<file path="src/rtl/rtc_tick_emu_pkg.sv">
package rtc_tick_emu_pkg;
    // Bit positions of the flags word (status-register layout)
    localparam int FLG_UPD  = 4;
    localparam int FLG_ALM  = 5;
    localparam int FLG_PER  = 6;
    localparam int FLG_PEND = 7;
    localparam int FLG_CNT_LSB = 8;

    localparam int BASE_LOG2 = 6;   // base tick = counter rate / 64
    localparam int RATE_MIN  = 1;
    localparam int RATE_MAX  = 13;

    typedef enum logic {
        ST_IDLE  = 1'b0,
        ST_CATCH = 1'b1
    } emu_state_e;
endpackage

</file>
<file path="src/rtl/rtc_emu_rate.sv">
module rtc_emu_rate
    import rtc_tick_emu_pkg::*;
#(
    parameter int CNT_HZ = 65536,
    parameter int PCW    = 16
) (
    input  logic           per_en_i,
    input  logic [3:0]     rate_log2_i,
    output logic [31:0]    delta_o,
    output logic [PCW-1:0] limit_o
);
    localparam logic [31:0] HZ_VEC     = 32'(CNT_HZ);
    localparam logic [31:0] BASE_DELTA = HZ_VEC >> BASE_LOG2;

    logic [3:0] kc;
    logic       fast;

    always_comb begin
        if (rate_log2_i < 4'(RATE_MIN))      kc = 4'(RATE_MIN);
        else if (rate_log2_i > 4'(RATE_MAX)) kc = 4'(RATE_MAX);
        else                                 kc = rate_log2_i;

        fast = per_en_i && (kc > 4'(BASE_LOG2));
        delta_o = fast ? (HZ_VEC >> kc) : BASE_DELTA;

        if (kc > 4'(BASE_LOG2)) limit_o = PCW'(1);
        else                    limit_o = PCW'(64) >> kc;
    end
endmodule

</file>
<file path="src/rtl/rtc_emu_eval.sv">
module rtc_emu_eval
    import rtc_tick_emu_pkg::*;
#(
    parameter int TW  = 8,
    parameter int PCW = 16
) (
    input  logic           upd_en_i,
    input  logic           alm_en_i,
    input  logic           per_en_i,
    input  logic [TW-1:0]  hour_i,
    input  logic [TW-1:0]  min_i,
    input  logic [TW-1:0]  sec_i,
    input  logic [TW-1:0]  alm_hour_i,
    input  logic [TW-1:0]  alm_min_i,
    input  logic [TW-1:0]  alm_sec_i,
    input  logic [TW-1:0]  prev_sec_i,
    input  logic [PCW-1:0] pcnt_i,
    input  logic [PCW-1:0] lost_i,
    input  logic [PCW-1:0] limit_i,
    output logic [15:0]    flags_o,
    output logic [PCW-1:0] pcnt_o,
    output logic [TW-1:0]  prev_sec_o
);
    logic [PCW+1:0] sum;
    logic [PCW-1:0] sum_sat;
    logic upd_hit, alm_hit, per_hit;

    always_comb begin
        sum     = (PCW+2)'(pcnt_i) + (PCW+2)'(lost_i) + (PCW+2)'(1);
        sum_sat = (sum > (PCW+2)'({PCW{1'b1}})) ? {PCW{1'b1}} : sum[PCW-1:0];

        upd_hit = upd_en_i && (sec_i != prev_sec_i);
        alm_hit = alm_en_i && (hour_i == alm_hour_i) && (min_i == alm_min_i)
                  && (sec_i == alm_sec_i);
        per_hit = per_en_i && (sum_sat >= limit_i);

        prev_sec_o = upd_hit ? sec_i : prev_sec_i;
        if (!per_en_i)    pcnt_o = pcnt_i;
        else if (per_hit) pcnt_o = '0;
        else              pcnt_o = sum_sat;

        flags_o = '0;
        flags_o[FLG_UPD] = upd_hit;
        flags_o[FLG_ALM] = alm_hit;
        flags_o[FLG_PER] = per_hit;
        if (upd_hit || alm_hit || per_hit) begin
            flags_o[FLG_PEND] = 1'b1;
            flags_o[15:FLG_CNT_LSB] = 8'd1;
        end
    end
endmodule

</file>
<file path="src/rtl/rtc_tick_emu.sv">
module rtc_tick_emu
    import rtc_tick_emu_pkg::*;
#(
    parameter int CNT_HZ = 65536,
    parameter int TW     = 8,
    parameter int PCW    = 16
) (
    input  logic          clk,
    input  logic          rst_n,
    input  logic          tick_i,
    input  logic [31:0]   count_i,
    input  logic [TW-1:0] hour_i,
    input  logic [TW-1:0] min_i,
    input  logic [TW-1:0] sec_i,
    input  logic          upd_en_i,
    input  logic          alm_en_i,
    input  logic          per_en_i,
    input  logic [TW-1:0] alm_hour_i,
    input  logic [TW-1:0] alm_min_i,
    input  logic [TW-1:0] alm_sec_i,
    input  logic [3:0]    rate_log2_i,
    output logic [31:0]   cmp_o,
    output logic          cmp_en_o,
    output logic [15:0]   flags_o,
    output logic          irq_o
);
    typedef struct packed {
        emu_state_e     state;
        logic [31:0]    cmp;
        logic           cmp_en;
        logic [PCW-1:0] steps;
        logic [PCW-1:0] pcnt;
        logic [TW-1:0]  prev_sec;
        logic           en_any;
        logic [15:0]    flags;
        logic           irq;
    } emu_regs_t;

    emu_regs_t r_q, r_d;

    logic [31:0]    delta;
    logic [PCW-1:0] limit;
    logic [15:0]    ev_flags;
    logic [PCW-1:0] ev_pcnt;
    logic [TW-1:0]  ev_prev;
    logic           en_any;
    logic [31:0]    step_cmp;
    logic [31:0]    gap;

    rtc_emu_rate #(.CNT_HZ(CNT_HZ), .PCW(PCW)) u_rate (
        .per_en_i    (per_en_i),
        .rate_log2_i (rate_log2_i),
        .delta_o     (delta),
        .limit_o     (limit)
    );

    rtc_emu_eval #(.TW(TW), .PCW(PCW)) u_eval (
        .upd_en_i   (upd_en_i),
        .alm_en_i   (alm_en_i),
        .per_en_i   (per_en_i),
        .hour_i     (hour_i),
        .min_i      (min_i),
        .sec_i      (sec_i),
        .alm_hour_i (alm_hour_i),
        .alm_min_i  (alm_min_i),
        .alm_sec_i  (alm_sec_i),
        .prev_sec_i (r_q.prev_sec),
        .pcnt_i     (r_q.pcnt),
        .lost_i     (r_q.steps),
        .limit_i    (limit),
        .flags_o    (ev_flags),
        .pcnt_o     (ev_pcnt),
        .prev_sec_o (ev_prev)
    );

    always_comb begin
        en_any   = upd_en_i | alm_en_i | per_en_i;
        step_cmp = r_q.cmp + delta;
        gap      = count_i - step_cmp;

        r_d        = r_q;
        r_d.irq    = 1'b0;
        r_d.en_any = en_any;

        case (r_q.state)
            ST_IDLE: begin
                if (en_any && !r_q.en_any) begin
                    r_d.cmp    = count_i + delta;
                    r_d.cmp_en = 1'b1;
                end else if (tick_i && r_q.cmp_en) begin
                    if (!en_any) begin
                        r_d.cmp_en = 1'b0;
                    end else begin
                        r_d.state = ST_CATCH;
                        r_d.steps = '0;
                    end
                end
            end
            ST_CATCH: begin
                r_d.cmp = step_cmp;
                if ($signed(gap) > 0) begin
                    if (r_q.steps != {PCW{1'b1}}) r_d.steps = r_q.steps + 1'b1;
                end else begin
                    r_d.state    = ST_IDLE;
                    r_d.flags    = ev_flags;
                    r_d.irq      = ev_flags[FLG_PEND];
                    r_d.pcnt     = ev_pcnt;
                    r_d.prev_sec = ev_prev;
                end
            end
            default: r_d.state = ST_IDLE;
        endcase
    end

    always_ff @(posedge clk) begin
        if (!rst_n) begin
            r_q <= '{state: ST_IDLE, default: '0};
        end else begin
            r_q <= r_d;
        end
    end

    assign cmp_o    = r_q.cmp;
    assign cmp_en_o = r_q.cmp_en;
    assign flags_o  = r_q.flags;
    assign irq_o    = r_q.irq;
endmodule

</file>
<file path="config.mk">
export PLATFORM = sky130hd
export DESIGN_NAME = rtc_tick_emu
export DESIGN_NICKNAME = d
export VERILOG_FILES = /design/src/rtl/rtc_tick_emu_pkg.sv /design/src/rtl/rtc_emu_rate.sv /design/src/rtl/rtc_emu_eval.sv /design/src/rtl/rtc_tick_emu.sv
export SDC_FILE = /design/constraint.sdc
export NUM_CORES = 1
export LEC_CHECK = 0
export BUFFER_PORTS_ARGS = -buffer_cell sky130_fd_sc_hd__buf_2
export CORE_MARGIN = 2
export CORE_UTILIZATION = 30
export DETAILED_ROUTE_END_ITERATION = 10
export SYNTH_ARGS = -nofsm -noshare
export SYNTH_HDL_FRONTEND = slang
export SYNTH_SLANG_ARGS = --single-unit
</file>
<file path="constraint.sdc">
create_clock -name clk -period 12.26 [get_ports clk]
set_clock_uncertainty 0.05 [all_clocks]
set_input_delay 2.452 -clock clk [delete_from_list [all_inputs] [get_ports clk]]
set_output_delay 2.452 -clock clk [all_outputs]
set_load 0.05 [all_outputs]
</file>
==> results of run 1 <==
## cells in the final DEF (no fill, tap or decap), types with 31 or more instances in the layout
cell / n
xor2_1: 55
and3_1: 31
nand2_1: 122
nor2_1: 97
a21oi_1: 62
nand4_1: 55
o21ai_0: 66
dfxtp_1: 80
inv_1: 46
nor3_1: 41
ha_1: 68
xnor2_1: 65
nand3_1: 58
buf_2: 128
## worst max-delay path, delay by kind of cell
kind	cells	cell delay, ps
compound gates	10	3050
xor+xnor	1	170
fa+ha+maj	2	960
buf+inv	3	760
simple gates	11	2560
## logic make-up after synthesis
group | Yosys count
buf+inv | 168
xor+xnor | 124
mux | 30
other cells | 2
flops | 80
compound gates | 354
fa+ha+maj | 84
simple gates | 542
## state kept, by name, summed over array words and instances (netlist names)
name and cells:
irq_o 1, flags_o 4, r_q 42, cmp_en_o 1, cmp_o 32
## per-stage QoR
stage,setup WS (ps),hold WS (ps)
finish,2540,391
global route,1960,418
CTS,2660,392
detailed placement,2270,380
global placement,2450,371
floorplan,3640,364
## cell type report
| class | instances | area (µm²) |
|---|---|---|
| clock buffer | 10 | 239 |
| clock inverter | 6 | 48.8 |
| fill | 3613 | 22400 |
| inverter | 47 | 176 |
| multi-input combinational | 1156 | 7950 |
| sequential | 80 | 1600 |
| tap | 448 | 561 |
| timing repair buffer | 140 | 731 |
## metal layers
metal  part of all wire, %  vias up  global-route usage [%]
met1                    45     5061                    23.6
met3                   4.6       76                    1.95
li1                      -     5174                       -
met2                    48      332                    31.5
met4                   2.6        2                    6.05
met5                 0.033        -                       0
## power groups by stage
| stage | clock network (mW) | logic (mW) | registers (mW) |
|---|---|---|---|
| floorplan | 0 | 0.352 | 0.289 |
| global placement | 0 | 0.444 | 0.299 |
| detailed placement | 0 | 0.448 | 0.299 |
| CTS | 0.284 | 0.450 | 0.293 |
| global route | 0.296 | 0.498 | 0.296 |
| finish | 0.278 | 0.457 | 0.294 |
## final timing paths
| path | from | end | slack, ps | cells after the start |
|---|---|---|---|---|
| hold reg to reg | r_q[39] | r_q[39] | 390 | 2 |
| setup reg to reg | cmp_o[5] | r_q[26] | 4910 | 24 |
| setup / recovery | rate_log2_i[0] | r_q[26] | 2540 | 27 |
| hold / removal | r_q[39] | r_q[39] | 390 | 2 |
==> metrics.md, run 1 <==
| Metric | Value |
|---|---|
| Row cnt | 67 |
| Final min period | 9720 ps |
| DR iter-0 viols | 1066 |
| Design Area, Final | approximately 0.011 mm² |
| I/O Buffers | between 100 and 150 |
| Initial Util | 30.6% |
| CTS tree | done |
| Most common cell in the synthesized netlist | nand2_1 |
| WL/cell | 17.7 µm |
| Placer Congestion | ~0.90 |
| Hold_buf cts | 0 |
| Die height | around 190 µm |
| Clock root cell | clkbuf_16 |
| Max-cap violations | 0 |
| Seq/Total Area, Yosys | 15.5% |
| Status | finished, final reports clean |
| CP required | approximately 13000 ps |
| Crit-path max cell delay | ~730 ps |
| Fmax | approximately 0.1 GHz |
| Overall Global Routing Usage | 18.2% |
| Diodes inserted | 0 |
| Setup crit end kind | register |
| Hold crit path type | reg -> reg |
| First-pass GRT wire length | 53.1 mm |
| Worst skew pair latency | approximately 360 ps |
| Drt via density | around 5.6 |
| Top cells by area, synth | dfxtp_1 (16%), ha_1 (8.3%), xnor2_1 (5.5%) |
| Worst slew margin | 21.8% |
| Critical path fanouts, max | 49 |
| I/O pin total | 140 |
| RSZ-0062 raised after global routing | false |
| Post-CTS Setup Bufs | 0 |
| Via count | 10600 |
| Antenna viol nets, final | 0 |
| Cell Pwr Density | 91.1 mW/mm² |
| Number of distinct library cells after synthesis | 99 |
| Logic pwr share | between 40% and 50% |
| Post-synth EDFFs | 0 |
| First-pass DRT Iterations | 7 |
| Largest net degree at the start of global routing | 50 |
| Synth top cells by count | nand2_1 (122), nor2_1 (97), dfxtp_1 (80), ha_1 (68), o21ai_0 (66) |
| Synth-to-Final Area Change | 9.74% |
| Core ar. | roughly 0.034 mm² |
| Final Hold Vio Count | 0 |
| Complex-gate fraction of the synthesized area | 24.7% |
| Post-Synth XOR/XNOR Area | 11.0% |
| Power, Total | 1.03 mW |
| Post-route core utilization | 33.5% |
| Syn Inst Count | approximately 1400 |
| Gr ovfl total | 0 |
| Synth Area in Adders | 10.0% |
| Peak VDD IR | between 70 and 80 µV |
| Placed cell count | 1871 |
| Final nets | ~1600 |
| Vias in the first global route | 9915 |
| CTS buffer count | 9 |
| LEAKAGE | 4.69 nW |
| Sequential Power Share | 28.5% |
| Htree depth | 3 |
| TNS Setup | 0 ps |
| Synth Area in Simple Gates | 27.4% |
| #FFs+latches synth | 80 |
| Synth Cell Area | 0.0103 mm² |
| Proportion of synthesized area in mux cells | between 2 and 3% |
| Final worst-path cycle share | approximately four fifths |
| Worst-path clk slew | 80 ps |
| Share of layout cells above drive strength 1 | 13.8% |
| Initial antenna violation count | 1 |
| Die area | approximately 0.036 mm² |
| Slowest cell on crit path | a2111oi_0 |
| Post-placement cell area | roughly 0.011 mm² |
| Least-Margin Pin Slew | 1170 ps |
| Synth Warn # | 0 |
| Die X | 189 µm |
| Sw Ratio | between 40 and 50% |
| Final HPWL DP | between 20 and 30 mm |
| Internal power | 0.580 mW |
| Synthesized area per cell | 7.44 µm² |
| Share of the synthesized area in the top cell type | 15.5% |
| Post-synth top area cell | dfxtp_1 |
| Final setup viols | 0 |
| Post-synth ARST share | 0% |
| Worst EP arrival | roughly 10000 ps |
| CP Class | in -> reg |
| Clock Tree Buf Depth | 2 |
| Clock sink count | 80 |
| Slew Viols, Final | 0 |
| Final wirelength | 33.3 mm |
| CP Launch Type | input port |
| Main combinational cell family by area after synthesis | simple AND/OR/NAND/NOR gates |
| Clock power share | between 20% and 30% |
| Post-synth top flop | dfxtp_1 |
| Psw | 0.450 mW |
| Non-Filler Instances | 1887 |
| DRC Markers | 0 |
| Post-CTS Resized | 0 |
No activity file was read; power rests on OpenSTA's default activity.
==> run 2: changes to the inputs <==
==> constraint.sdc (replaced) <==
create_clock -name clk -period 8.9 [get_ports clk]
set_clock_uncertainty 0.05 [all_clocks]
set_input_delay 1.78 -clock clk [delete_from_list [all_inputs] [get_ports clk]]
set_output_delay 1.78 -clock clk [all_outputs]
set_load 0.05 [all_outputs]
==> metrics.md, run 2 (synthesized netlist as in run 1, its figures left out) <==
| Metric | Value |
|---|---|
| Core ar. | ~0.034 mm² |
| FF+latch area | 0.00160 mm² |
| Row cnt | 67 |
| Fmax | between 0.1 and 0.15 GHz |
| Fillers | roughly 3600 |
| CTS buffer count | 9 |
| Die area | 0.0358 mm² |
| Most frequent cell on the critical path | o21ai_0 |
| Worst slew margin | 17.2% |
| Multi-input logic area | 0.00796 mm² |
| Final worst-path cycle share | 94.2% |
| Largest net degree at the start of global routing | 50 |
| Crit-path max cell delay | 430 ps |
| First-pass DRT Iterations | 5 |
| Drt via density | 5.61 |
| Final min period | 8380 ps |
| Final HPWL DP | ~26 mm |
| CP Class | in -> reg |
| Hold crit path type | reg -> reg |
| CP required | 9150 ps |
| Slew Viols, Final | 0 |
| I/O pin total | 140 |
| RSZ-0062 raised after global routing | false |
| Initial antenna violation count | 0 |
| Worst EP arrival | 8630 ps |
| Most frequent cells in the layout | buf_2 (128), nand2_1 (122), nor2_1 (97), dfxtp_1 (80), ha_1 (68) |
| CTS tree | done |
| Placer Congestion | just over 0.9 |
| Peak VDD IR | 104 µV |
| Gr ovfl total | 0 |
| Commonest non-fill, non-tap cell in the layout | buf_2 |
| Via count | roughly 11000 |
| Slowest cell on crit path | a2111o_1 |
| Top reg by flops | r_q |
| Setup crit end kind | register |
| Worst-path clk slew | 70 ps |
| First-pass GRT wire length | 52.1 mm |
| TNS Setup | 0 ps |
| Initial Util | 30.6% |
| Critical path fanouts, max | 49 |
| WL/cell | ~17 µm |
| Final Hold Vio Count | 0 |
| LEAKAGE | 4.76 nW |
| Least-Margin Pin Slew | 1240 ps |
| Antenna viol nets, final | 0 |
| DR iter-0 viols | 734 |
| Status | finished, final reports clean |
| Cell Pwr Density | between 100 and 150 mW/mm² |
| Die height | between 150 and 200 µm |
| Die X | 189 µm |
| Clock root cell | clkbuf_16 |
| Hold WS | between 300 and 400 ps |
| Synth-to-Final Area Change | 10.8% |
| Final wirelength | 33.1 mm |
| Clock sink count | 80 |
| Post-CTS Setup Bufs | 0 |
| Final setup viols | 0 |
| I/O Buffers | 128 |
| Share of layout cells above drive strength 1 | 14.5% |
| Overall Global Routing Usage | a little under a fifth |
| DRC Markers | 0 |
| Largest register FFs | 42 |
| Max-cap violations | 0 |
| Vias in the first global route | slightly below 10000 |
| Final nets | 1604 |
| Clock Tree Buf Depth | 2 |
| CP Launch Type | input port |
| Diodes inserted | 0 |
| Worst skew pair latency | 360 ps |
| Htree depth | 3 |
## run 2: cell count changes in the layout (fill, tap and decap cells not counted), sizes merged
| cell | delta |
|---|---|
| buf | +10 |
| clkinv | -2 |
| clkinvlp | +1 |
| inv | +1 |
## run 2: path summary, 6_finish.rpt
| check | from | to | slack, ps | cells past startpoint |
|---|---|---|---|---|
| max | rate_log2_i[2] | r_q[26] | 520 | 29 |
| min | r_q[39] | r_q[39] | 390 | 2 |
| max reg2reg | r_q[42] | r_q[27] | 1720 | 27 |
| min reg2reg | r_q[39] | r_q[39] | 390 | 2 |
## run 2: per-stage QoR
stage | util, % | std cells | area, µm² | total power [mW] | worst slack (ps)
2_1_floorplan | - | 1404 | 10400 | 0.883 | 957
3_3_place_gp | 33.0 | 1881 | 11100 | 1.03 | 373
3_5_place_dp | 33.0 | 1881 | 11100 | 1.03 | 140
4_1_cts | 33.8 | 1897 | 11400 | 1.41 | 504
5_1_grt | 33.9 | 1897 | 11400 | 1.49 | 31.6
6_report | 33.9 | 1897 | 11400 | 1.41 | 521
## run 2: layer usage
metal,vias up,routed length (µm),GRT usage [%]
met3,57,1430,2.04
li1,5188,-,-
met1,5076,14900,23.1
met4,0,1020,6.74
met5,-,0,0
met2,314,15700,31.0
## run 2: what timing repair did
item                       4_1_cts  5_1_grt
gates resized for setup          0        4
hold endpoints to repair         0        0
hold buffers                     0        0
setup endpoints to repair        0       24
## run 2: critical path: cells and delay by family
| kind | cells | cell delay, ps |
|---|---|---|
| AO/OA/AOI/OAI | 14 | 3590 |
| AND/OR/NAND/NOR | 8 | 1370 |
| adder cells (fa/ha/maj) | 3 | 1140 |
| buffers and inverters | 3 | 470 |
| XOR/XNOR | 1 | 210 |
## run 2: area by class of cell
cell class / instances / share of cell area, %
tap: 448 / 4.91
inverter: 47 / 1.55
multi-input combinational: 1156 / 69.7
clock inverter: 6 / 0.416
clock buffer: 10 / 2.09
sequential: 80 / 14.0
timing repair buffer: 150 / 7.28
## run 2: power breakdown
group          internal (mW)  switching, mW
Combinational          0.227          0.404
Clock                  0.201          0.174
Sequential             0.374         0.0302
Total                  0.802          0.609
==> run 3: changes to the inputs <==
--- a/config.mk
+++ b/config.mk
@@ -5,7 +5,7 @@
 export SDC_FILE = /design/constraint.sdc
 export NUM_CORES = 1
 export LEC_CHECK = 0
-export BUFFER_PORTS_ARGS = -buffer_cell sky130_fd_sc_hd__buf_2
+export BUFFER_PORTS_ARGS = -buffer_cell sky130_fd_sc_hd__buf_4
 export CORE_MARGIN = 2
 export CORE_UTILIZATION = 30
 export DETAILED_ROUTE_END_ITERATION = 10
==> metrics.md, run 3 (synthesized netlist as in run 1, its figures left out) <==
| Metric | Value |
|---|---|
| Via count | 10600 |
| Critical path origin | rate_log2_i[0] |
| Row cnt | 67 |
| Overall Global Routing Usage | 18.2% |
| Final nets | 1596 |
| Clock root cell | clkbuf_16 |
| Worst-path clk slew | 70 ps |
| Final setup viols | 0 |
| CTS tree | done |
| First-pass GRT wire length | 52.7 mm |
| Largest net degree at the start of global routing | 50 |
| LEAKAGE | 4.80 nW |
| RSZ-0062 raised after global routing | false |
| Max-cap violations | 0 |
| Worst setup margin | 503 ps |
| CP Launch Type | input port |
| Initial antenna violation count | 0 |
| Htree depth | 3 |
| First-pass DRT Iterations | 6 |
| CP Class | in -> reg |
| Setup crit end kind | register |
| Logic pwr share | between 40 and 50% |
| Worst skew pair latency | about 360 ps |
| Placed cell count | 1873 |
| Diodes inserted | 0 |
| Internal power | between 0.8 and 0.9 mW |
| I/O Buffers | between 100 and 150 |
| I/O pin total | 140 |
| Vias in the first global route | 9915 |
| Clock sink count | 80 |
| Core ar. | 0.0337 mm² |
| Die area | 0.0358 mm² |
| Fmax | between 0.1 and 0.15 GHz |
| Peak VDD IR | ~110 µV |
| Sw Ratio | 42.8% |
| Clock power share | 26.2% |
| Least-Margin Pin Slew | 1200 ps |
| DRC Markers | 0 |
| Slowest cell on crit path | maj3_1 |
| Worst slack, placed | around 260 ps |
| Crit-path max cell delay | 440 ps |
| Status | finished, final reports clean |
| Synth-to-Final Area Change | 13.3% |
| Antenna viol nets, final | 0 |
| Final min period | 8400 ps |
| Final Hold Vio Count | 0 |
| Final HPWL DP | 26.1 mm |
| Hold_buf cts | 0 |
| Post-CTS Resized | 0 |
| Die X | 189 µm |
| Most frequent cells in the layout | buf_4 (140), nand2_1 (122), nor2_1 (97), dfxtp_1 (80), ha_1 (68) |
| Power, Total | 1.43 mW |
| Worst slew margin | between 10% and 20% |
| Largest register FFs | 42 |
| Worst EP arrival | 8640 ps |
| Post-route core utilization | about 35% |
| Non-Filler Instances | 1889 |
| CTS buffer count | 9 |
| Initial Util | 30.6% |
| Post-CTS Setup Bufs | 0 |
| Crit Reg-Reg Startpoint | r_q[43] |
| Cell Pwr Density | 123 mW/mm² |
| CP required | 9150 ps |
| Critical path fanouts, max | 49 |
| Final worst-path cycle share | 94.3% |
| Top reg by flops | r_q |
| Final wirelength | roughly 33 mm |
| Hold crit path type | reg -> reg |
| Sequential Power Share | around 28% |
| Worst hold path startpoint | r_q[35] |
| Slew Viols, Final | 0 |
| Drt via density | between 5 and 6 |
| Most frequent cell on the critical path | o21ai_0 |
| DR iter-0 viols | between 800 and 900 |
| Share of layout cells above drive strength 1 | 13.9% |
| WL/cell | 17.7 µm |
| Gr ovfl total | 0 |
| Psw | 0.613 mW |
| Commonest non-fill, non-tap cell in the layout | buf_4 |
| Die height | between 150 and 200 µm |
| Placer Congestion | ~0.91 |
| Clock Tree Buf Depth | 2 |
| TNS Setup | 0 ps |
==> run 3: worst max-delay path, delay by kind of cell <==
kind                       cells  cell delay, ps
AOI/OAI and AO/OA             13            3170
and+or+nand+nor               11            1800
xor gates and xnor gates       1             210
adders and majority gates      3            1220
buffers and inverters          2             420
==> run 3: metal layers <==
layer | wire length, µm | GRT usage [%]
met5 | 0 | 0
met4 | 686 | 5.37
met3 | 1270 | 1.91
met1 | 15200 | 23.6
met2 | 16200 | 31.7
==> run 3: worst paths after layout <==
| kind | depth (start not counted) | end | slack [ps] |
|---|---|---|---|
| min | 2 | r_q[35] | 390 |
| min reg2reg | 2 | r_q[35] | 390 |
| max reg2reg | 26 | irq_o | 1610 |
| max | 30 | r_q[26] | 500 |
==> run 3: through the flow <==
| stage | hold WS (ps) | cell area, µm² |
|---|---|---|
| 6_report | 389 | 11700 |
| 5_1_grt | 403 | 11700 |
| 4_1_cts | 390 | 11700 |
| 3_5_place_dp | 375 | 11400 |
| 3_3_place_gp | 374 | 11400 |
| 2_1_floorplan | 364 | 10400 |
==> run 3: cell type report <==
class / count / area, µm²
Clock buffer: 10 / 239
Inverter: 47 / 176
Timing Repair Buffer: 142 / 1090
Clock inverter: 6 / 47.5
Fill cell: 3596 / 22000
Sequential cell: 80 / 1600
Tap cell: 448 / 561
Multi-Input combinational cell: 1156 / 7950
==> run 3: power groups by stage <==
stage | combinational (mW) | clock [mW] | sequential, mW
after floorplan | 0.485 | 0 | 0.398
after global placement | 0.637 | 0 | 0.414
after detailed placement | 0.641 | 0 | 0.413
after CTS | 0.644 | 0.387 | 0.405
after global routing | 0.704 | 0.400 | 0.408
final | 0.651 | 0.376 | 0.406
